**config.mk**
```make
export PLATFORM = sky130hd
export DESIGN_NAME = vpm_pmull_unit
export DESIGN_NICKNAME = d
export VERILOG_FILES = /design/src/rtl/vpm_pkg.sv /design/src/rtl/vpm_decode.sv /design/src/rtl/vpm_lane_pick.sv /design/src/rtl/vpm_clmul.sv /design/src/rtl/vpm_pmull_unit.sv
export SDC_FILE = /design/constraint.sdc
export NUM_CORES = 1
export LEC_CHECK = 0
export CAP_MARGIN = 10
export CORE_ASPECT_RATIO = 0.6
export CORE_MARGIN = 3
export CORE_UTILIZATION = 45
export DETAILED_ROUTE_END_ITERATION = 7
export GPL_TIMING_DRIVEN = 0
export PLACE_DENSITY = 0.87
export SLEW_MARGIN = 20
export SYNTH_ARGS = -nofsm -noshare
export SYNTH_HDL_FRONTEND = slang
export SYNTH_SLANG_ARGS = --single-unit
```
**constraint.sdc**
```tcl
create_clock -name clk -period 2.9 [get_ports clk]
set_clock_uncertainty 0.15 [all_clocks]
set_input_delay 0.29 -clock clk [delete_from_list [all_inputs] [get_ports clk]]
set_output_delay 0.29 -clock clk [all_outputs]
set_load 0.005 [all_outputs]
```
**src/rtl/vpm_pkg.sv**
```systemverilog
`timescale 1ns/1ps
package vpm_pkg;
    typedef enum logic [1:0] {
        DEC_LEGAL = 2'd0,
        DEC_UNDEF = 2'd1,
        DEC_UNSUP = 2'd2
    } dec_class_e;

    typedef enum logic {
        PICK_HALF = 1'b0,
        PICK_PAIR = 1'b1
    } pick_mode_e;
endpackage

```
**src/rtl/vpm_decode.sv**
```systemverilog
`timescale 1ns/1ps
module vpm_decode
    import vpm_pkg::*;
(
    input  logic [1:0]  size,
    input  logic        u_bit,
    output dec_class_e  cls
);
    always_comb begin
        if (u_bit) begin
            cls = DEC_UNDEF;
        end else begin
            unique case (size)
                2'd0:       cls = DEC_LEGAL;
                2'd1, 2'd2: cls = DEC_UNDEF;
                2'd3:       cls = DEC_UNSUP;
                default:    cls = DEC_UNDEF;
            endcase
        end
    end
endmodule

```
**src/rtl/vpm_lane_pick.sv**
```systemverilog
`timescale 1ns/1ps
module vpm_lane_pick
    import vpm_pkg::*;
#(
    parameter int LANE_W = 8,
    parameter int LANES  = 8,
    localparam int HALF_W = LANE_W * LANES,
    localparam int VEC_W  = 2 * HALF_W
) (
    input  logic [VEC_W-1:0]              src,
    input  pick_mode_e                    mode,
    input  logic                          sel_hi,
    output logic [LANES-1:0][LANE_W-1:0]  ops
);
    for (genvar k = 0; k < LANES; k++) begin : g_lane
        logic [LANE_W-1:0] half_lo, half_hi, pair_lo, pair_hi;
        assign half_lo = src[k*LANE_W +: LANE_W];
        assign half_hi = src[HALF_W + k*LANE_W +: LANE_W];
        assign pair_lo = src[2*k*LANE_W +: LANE_W];
        assign pair_hi = src[(2*k+1)*LANE_W +: LANE_W];
        always_comb begin
            unique case (mode)
                PICK_HALF: ops[k] = sel_hi ? half_hi : half_lo;
                PICK_PAIR: ops[k] = sel_hi ? pair_hi : pair_lo;
                default:   ops[k] = '0;
            endcase
        end
    end
endmodule

```
**src/rtl/vpm_clmul.sv**
```systemverilog
`timescale 1ns/1ps
module vpm_clmul #(
    parameter int W = 8,
    localparam int PW = 2 * W
) (
    input  logic [W-1:0]  a,
    input  logic [W-1:0]  b,
    output logic [PW-1:0] p
);
    always_comb begin
        logic [PW-1:0] acc;
        acc = '0;
        for (int i = 0; i < W; i++) begin
            if (a[i]) acc = acc ^ ({{W{1'b0}}, b} << i);
        end
        p = acc;
    end
endmodule

```
**src/rtl/vpm_pmull_unit.sv**
```systemverilog
`timescale 1ns/1ps
module vpm_pmull_unit
    import vpm_pkg::*;
#(
    parameter int LANE_W = 8,
    parameter int LANES  = 8,
    localparam int PROD_W = 2 * LANE_W,
    localparam int VEC_W  = 2 * LANE_W * LANES
) (
    input  logic              clk,
    input  logic              rst_n,
    input  logic              in_valid,
    input  logic [VEC_W-1:0]  src_a,
    input  logic [VEC_W-1:0]  src_b,
    input  logic [1:0]        size,
    input  logic              u_bit,
    input  logic              sel_hi,
    input  logic              lane_mode,
    output logic              out_valid,
    output logic [VEC_W-1:0]  result,
    output logic              undef_flag,
    output logic              unsup_flag
);
    dec_class_e                   cls;
    pick_mode_e                   mode;
    logic [LANES-1:0][LANE_W-1:0] ops_a, ops_b;
    logic [VEC_W-1:0]             prod;
    logic [VEC_W-1:0]             res_d;
    logic                         undef_d, unsup_d;

    assign mode = pick_mode_e'(lane_mode);

    vpm_decode u_dec (.size(size), .u_bit(u_bit), .cls(cls));

    vpm_lane_pick #(.LANE_W(LANE_W), .LANES(LANES)) u_pick_a (
        .src(src_a), .mode(mode), .sel_hi(sel_hi), .ops(ops_a));
    vpm_lane_pick #(.LANE_W(LANE_W), .LANES(LANES)) u_pick_b (
        .src(src_b), .mode(mode), .sel_hi(sel_hi), .ops(ops_b));

    for (genvar k = 0; k < LANES; k++) begin : g_mul
        vpm_clmul #(.W(LANE_W)) u_mul (
            .a(ops_a[k]), .b(ops_b[k]), .p(prod[k*PROD_W +: PROD_W]));
    end

    always_comb begin
        unique case (cls)
            DEC_LEGAL: begin res_d = prod; undef_d = 1'b0; unsup_d = 1'b0; end
            DEC_UNDEF: begin res_d = '0;   undef_d = 1'b1; unsup_d = 1'b0; end
            DEC_UNSUP: begin res_d = '0;   undef_d = 1'b0; unsup_d = 1'b1; end
            default:   begin res_d = '0;   undef_d = 1'b1; unsup_d = 1'b0; end
        endcase
    end

    always_ff @(posedge clk) begin
        if (!rst_n) begin
            out_valid  <= 1'b0;
            result     <= '0;
            undef_flag <= 1'b0;
            unsup_flag <= 1'b0;
        end else begin
            out_valid <= in_valid;
            if (in_valid) begin
                result     <= res_d;
                undef_flag <= undef_d;
                unsup_flag <= unsup_d;
            end
        end
    end
endmodule

```
==> results of run 1 <==
sequential cells by signal, indices dropped and copies added, names as in the netlist:
signal	flops
undef_flag	1
result	120
out_valid	1
unsup_flag	1
Yosys cell counts (all sizes together):
cell type | instances | area (µm²)
mux4 | 96 | 2162
buf | 36 | 340.3
nor2 | 125 | 469.2
a21boi | 1 | 7.510
mux2i | 32 | 685.7
a22o | 48 | 420.4
a21oi | 4 | 20.02
o21ai | 56 | 280.3
conb | 1 | 3.750
nand3 | 1 | 5.000
nor3 | 4 | 20.02
o211a | 1 | 10.01
inv | 1 | 3.750
ha | 1 | 12.51
and2 | 49 | 306.5
xnor2 | 300 | 2628
a32oi | 12 | 105.1
xor2 | 92 | 805.8
clkbuf | 32 | 120.1
nor2b | 17 | 106.4
dfxtp | 123 | 2462
nor4 | 1 | 12.51
nand2 | 431 | 1618
mux2 | 32 | 360.3
nand3b | 1 | 7.510
per-stage QoR:
stage | utilization [%] | setup WS (ns) | power, W | instances | setup TNS, ns
final | 64.27 | 0.2460 | 0.008617 | 2293 | 0
after global routing | 64.25 | 0.1457 | 0.008859 | 2290 | 0
after CTS | 64.21 | 0.3145 | 0.008466 | 2286 | 0
after detailed placement | 61.81 | -0.4647 | 0.005990 | 2255 | -29.28
after global placement | 61.81 | -0.4278 | 0.005938 | 2255 | -26.37
after floorplan | - | 0.6967 | 0.004555 | 1504 | 0
power groups by stage:
stage	registers [W]	clock network [W]	logic (W)
after CTS	0.00182	0.00247	0.00417
after detailed placement	0.00185	0	0.00414
after global placement	0.00185	0	0.00409
after global routing	0.00182	0.00256	0.00448
after floorplan	0.00185	0	0.00271
final	0.00182	0.00249	0.00431
critical path, cell delays in order:
cell             delay [ns]
clkdlybuf4s50_1        0.59
inv_1                  0.14
nor4_4                 0.71
nand2_1                0.14
clkbuf_1               0.45
clkbuf_1               0.35
o21ai_1                0.21
worst max path at each step:
stage	end	slack [ns]	cells after the start
floorplan	result[115]	0.70	9
global placement	result[10]	-0.43	7
detailed placement	result[20]	-0.46	7
CTS	result[118]	0.31	7
global route	result[120]	0.15	7
finish	result[118]	0.25	7
final cells by class:
cell class | instances | area (µm²) | area share, %
multi-input cells | 1312 | 10080 | 56.03
repair buffers | 384 | 3844 | 21.36
flip-flops and latches | 123 | 2462 | 13.69
plain buffers | 68 | 460.4 | 2.559
well taps | 367 | 459.2 | 2.552
clock buffers | 20 | 446.7 | 2.483
clock inverters | 11 | 216.5 | 1.203
diodes | 7 | 17.52 | 0.09736
inverters | 1 | 3.754 | 0.02086
repair_timing:
item / 4_1_cts / 5_1_grt
endpoints found under the setup margin: 1 / 0
gates resized for setup: 1 / 0
hold buffers: 0 / 0
routing by layer:
layer	wire length, µm	vias to the layer above	global-route usage [%]	part of all wire (%)
li1	-	5849	-	-
met1	24010	6773	52.55	39
met2	26200	1075	57.22	43
met3	8118	197	11.48	13
met4	2714	2	15.12	4.4
met5	11	-	0	0.018
cell families after synthesis:
kind of cell | after synthesis | synth area share, %
other | 1 | 0.02891
multiplexers | 160 | 24.73
XOR/XNOR | 392 | 26.47
AND/OR/NAND/NOR | 629 | 19.62
flip-flops | 123 | 18.98
buffers and inverters | 69 | 3.578
AO/OA/AOI/OAI | 122 | 6.501
adder cells (fa/ha/maj) | 1 | 0.09644
==> out/metrics.yaml, run 1 <==
setup_path:
  startpoint: "in_valid"
  cp_max_fo: 10
  r2r_start: "result[27]"
  reg2reg_to: "result[27]"
  start_kind: "primary input"
  required_ns: 3.13
  crit_type: "primary input to flip-flop"
  r2r_slack_ns: 1.92
  r2r.worst_path.cells: 2
  cp-end-kind: "flip-flop"
  cp.arrival_ns: 2.89
finish:
  final_cell_area_um2: 17990
  syn2layout_area_growth_pct: 38.69
  mostFrequentLayoutCell: "nand2_1"
  final_cell_mix: "431 x nand2_1, 384 x clkdlybuf4s50_1, 300 x xnor2_1"
  nFillCells: 2311
  drive_above_1_share_pct: 11.62
  fin_nets: 2172
sta:
  drv_slew: 0
  min_period_ns: 2.654
  worst_pin_slew_ns: 1.052
  hold_viol: 0
  max_freq_ghz: 0.3768
  rsz0062_at_grt: "no"
  period_share_pct: 91.52
  relSlewSlack_pct: 29.84
  whs_ns: 0.2996
  setup_viol: 0
min_path:
  hold_depth: 2
  hold_class: "flip-flop to flip-flop"
  min_from: "result[40]"
  min_to: "result[40]"
synthesis:
  yosysSeqAreaShare_pct: 18.98
  syn_area_um2: 12970
  yosysUniqueCellTypes: 30
  netlist_instances: 1497
  synth_warnings: 0
  postSynthAreaPerCell_um2: 8.666
  ys_ff_latch: 123
placement:
  hpwl_um: 49280
  place_congestion: 1.026
  io_buffers: 384
  place_area_um2: 17300
global_route:
  grt_use_total_pct: 38.43
  grt_pass1_vias: 13020
  grt_max_degree: 17
  antenna_found_initial: 5
  grt_pass1_wl_um: 86530
  grt_overflow_total: 0
pwr:
  p_leak_nw: 6.469
  clkPwrFrac_pct: 28.9
  p_int_w: 0.005367
  pwr-share-seq_pct: 21.1
  swShare_pct: 37.72
  p_comb_share_pct: 50.0
  peakVddDrop_v: 0.0004425
  switchingPower_w: 0.003251
  power_density_nw_per_um2: 479.0
die:
  dieArea_um2: 30970
  num_rows: 47
  design.core.area_um2: 27990
  die_width_um: 225.2
  pin_count: 395
  initial_core_util_pct: 46.34
  die_h_um: 137.5
route:
  drt_wl_total_um: 61050
  viasPerCell: 6.060
  detail-route-antenna-nets: 0
  wl_per_cell_um: 26.62
  vias: 13900
  drc: 0
  dr.first_iter.drc_count: 1844
  first_pass_iters: 6
status:
  outcome: "completed"
clock_tree:
  clk_latency_ns: 0.45
  path_clk_slew_ns: 0.06
  postCtsSetupBuffers: 0
  clockBufferDepth: 2
  cts_made_buffers: 17
  clock-root-buffer: "clkbuf_16"
  tritoncts: "done"
  cts_sinks: 123
  htree_levels: 4
job:
  maxCapViolCount: 0
Power figures use the tool's default switching activity.
==> run 2, diff against run 1 <==
- SETUP_SLACK_MARGIN: unset -> 0.1
==> results of run 2 <==
No change in the layout: final DEF, timing and power equal those of run 1.
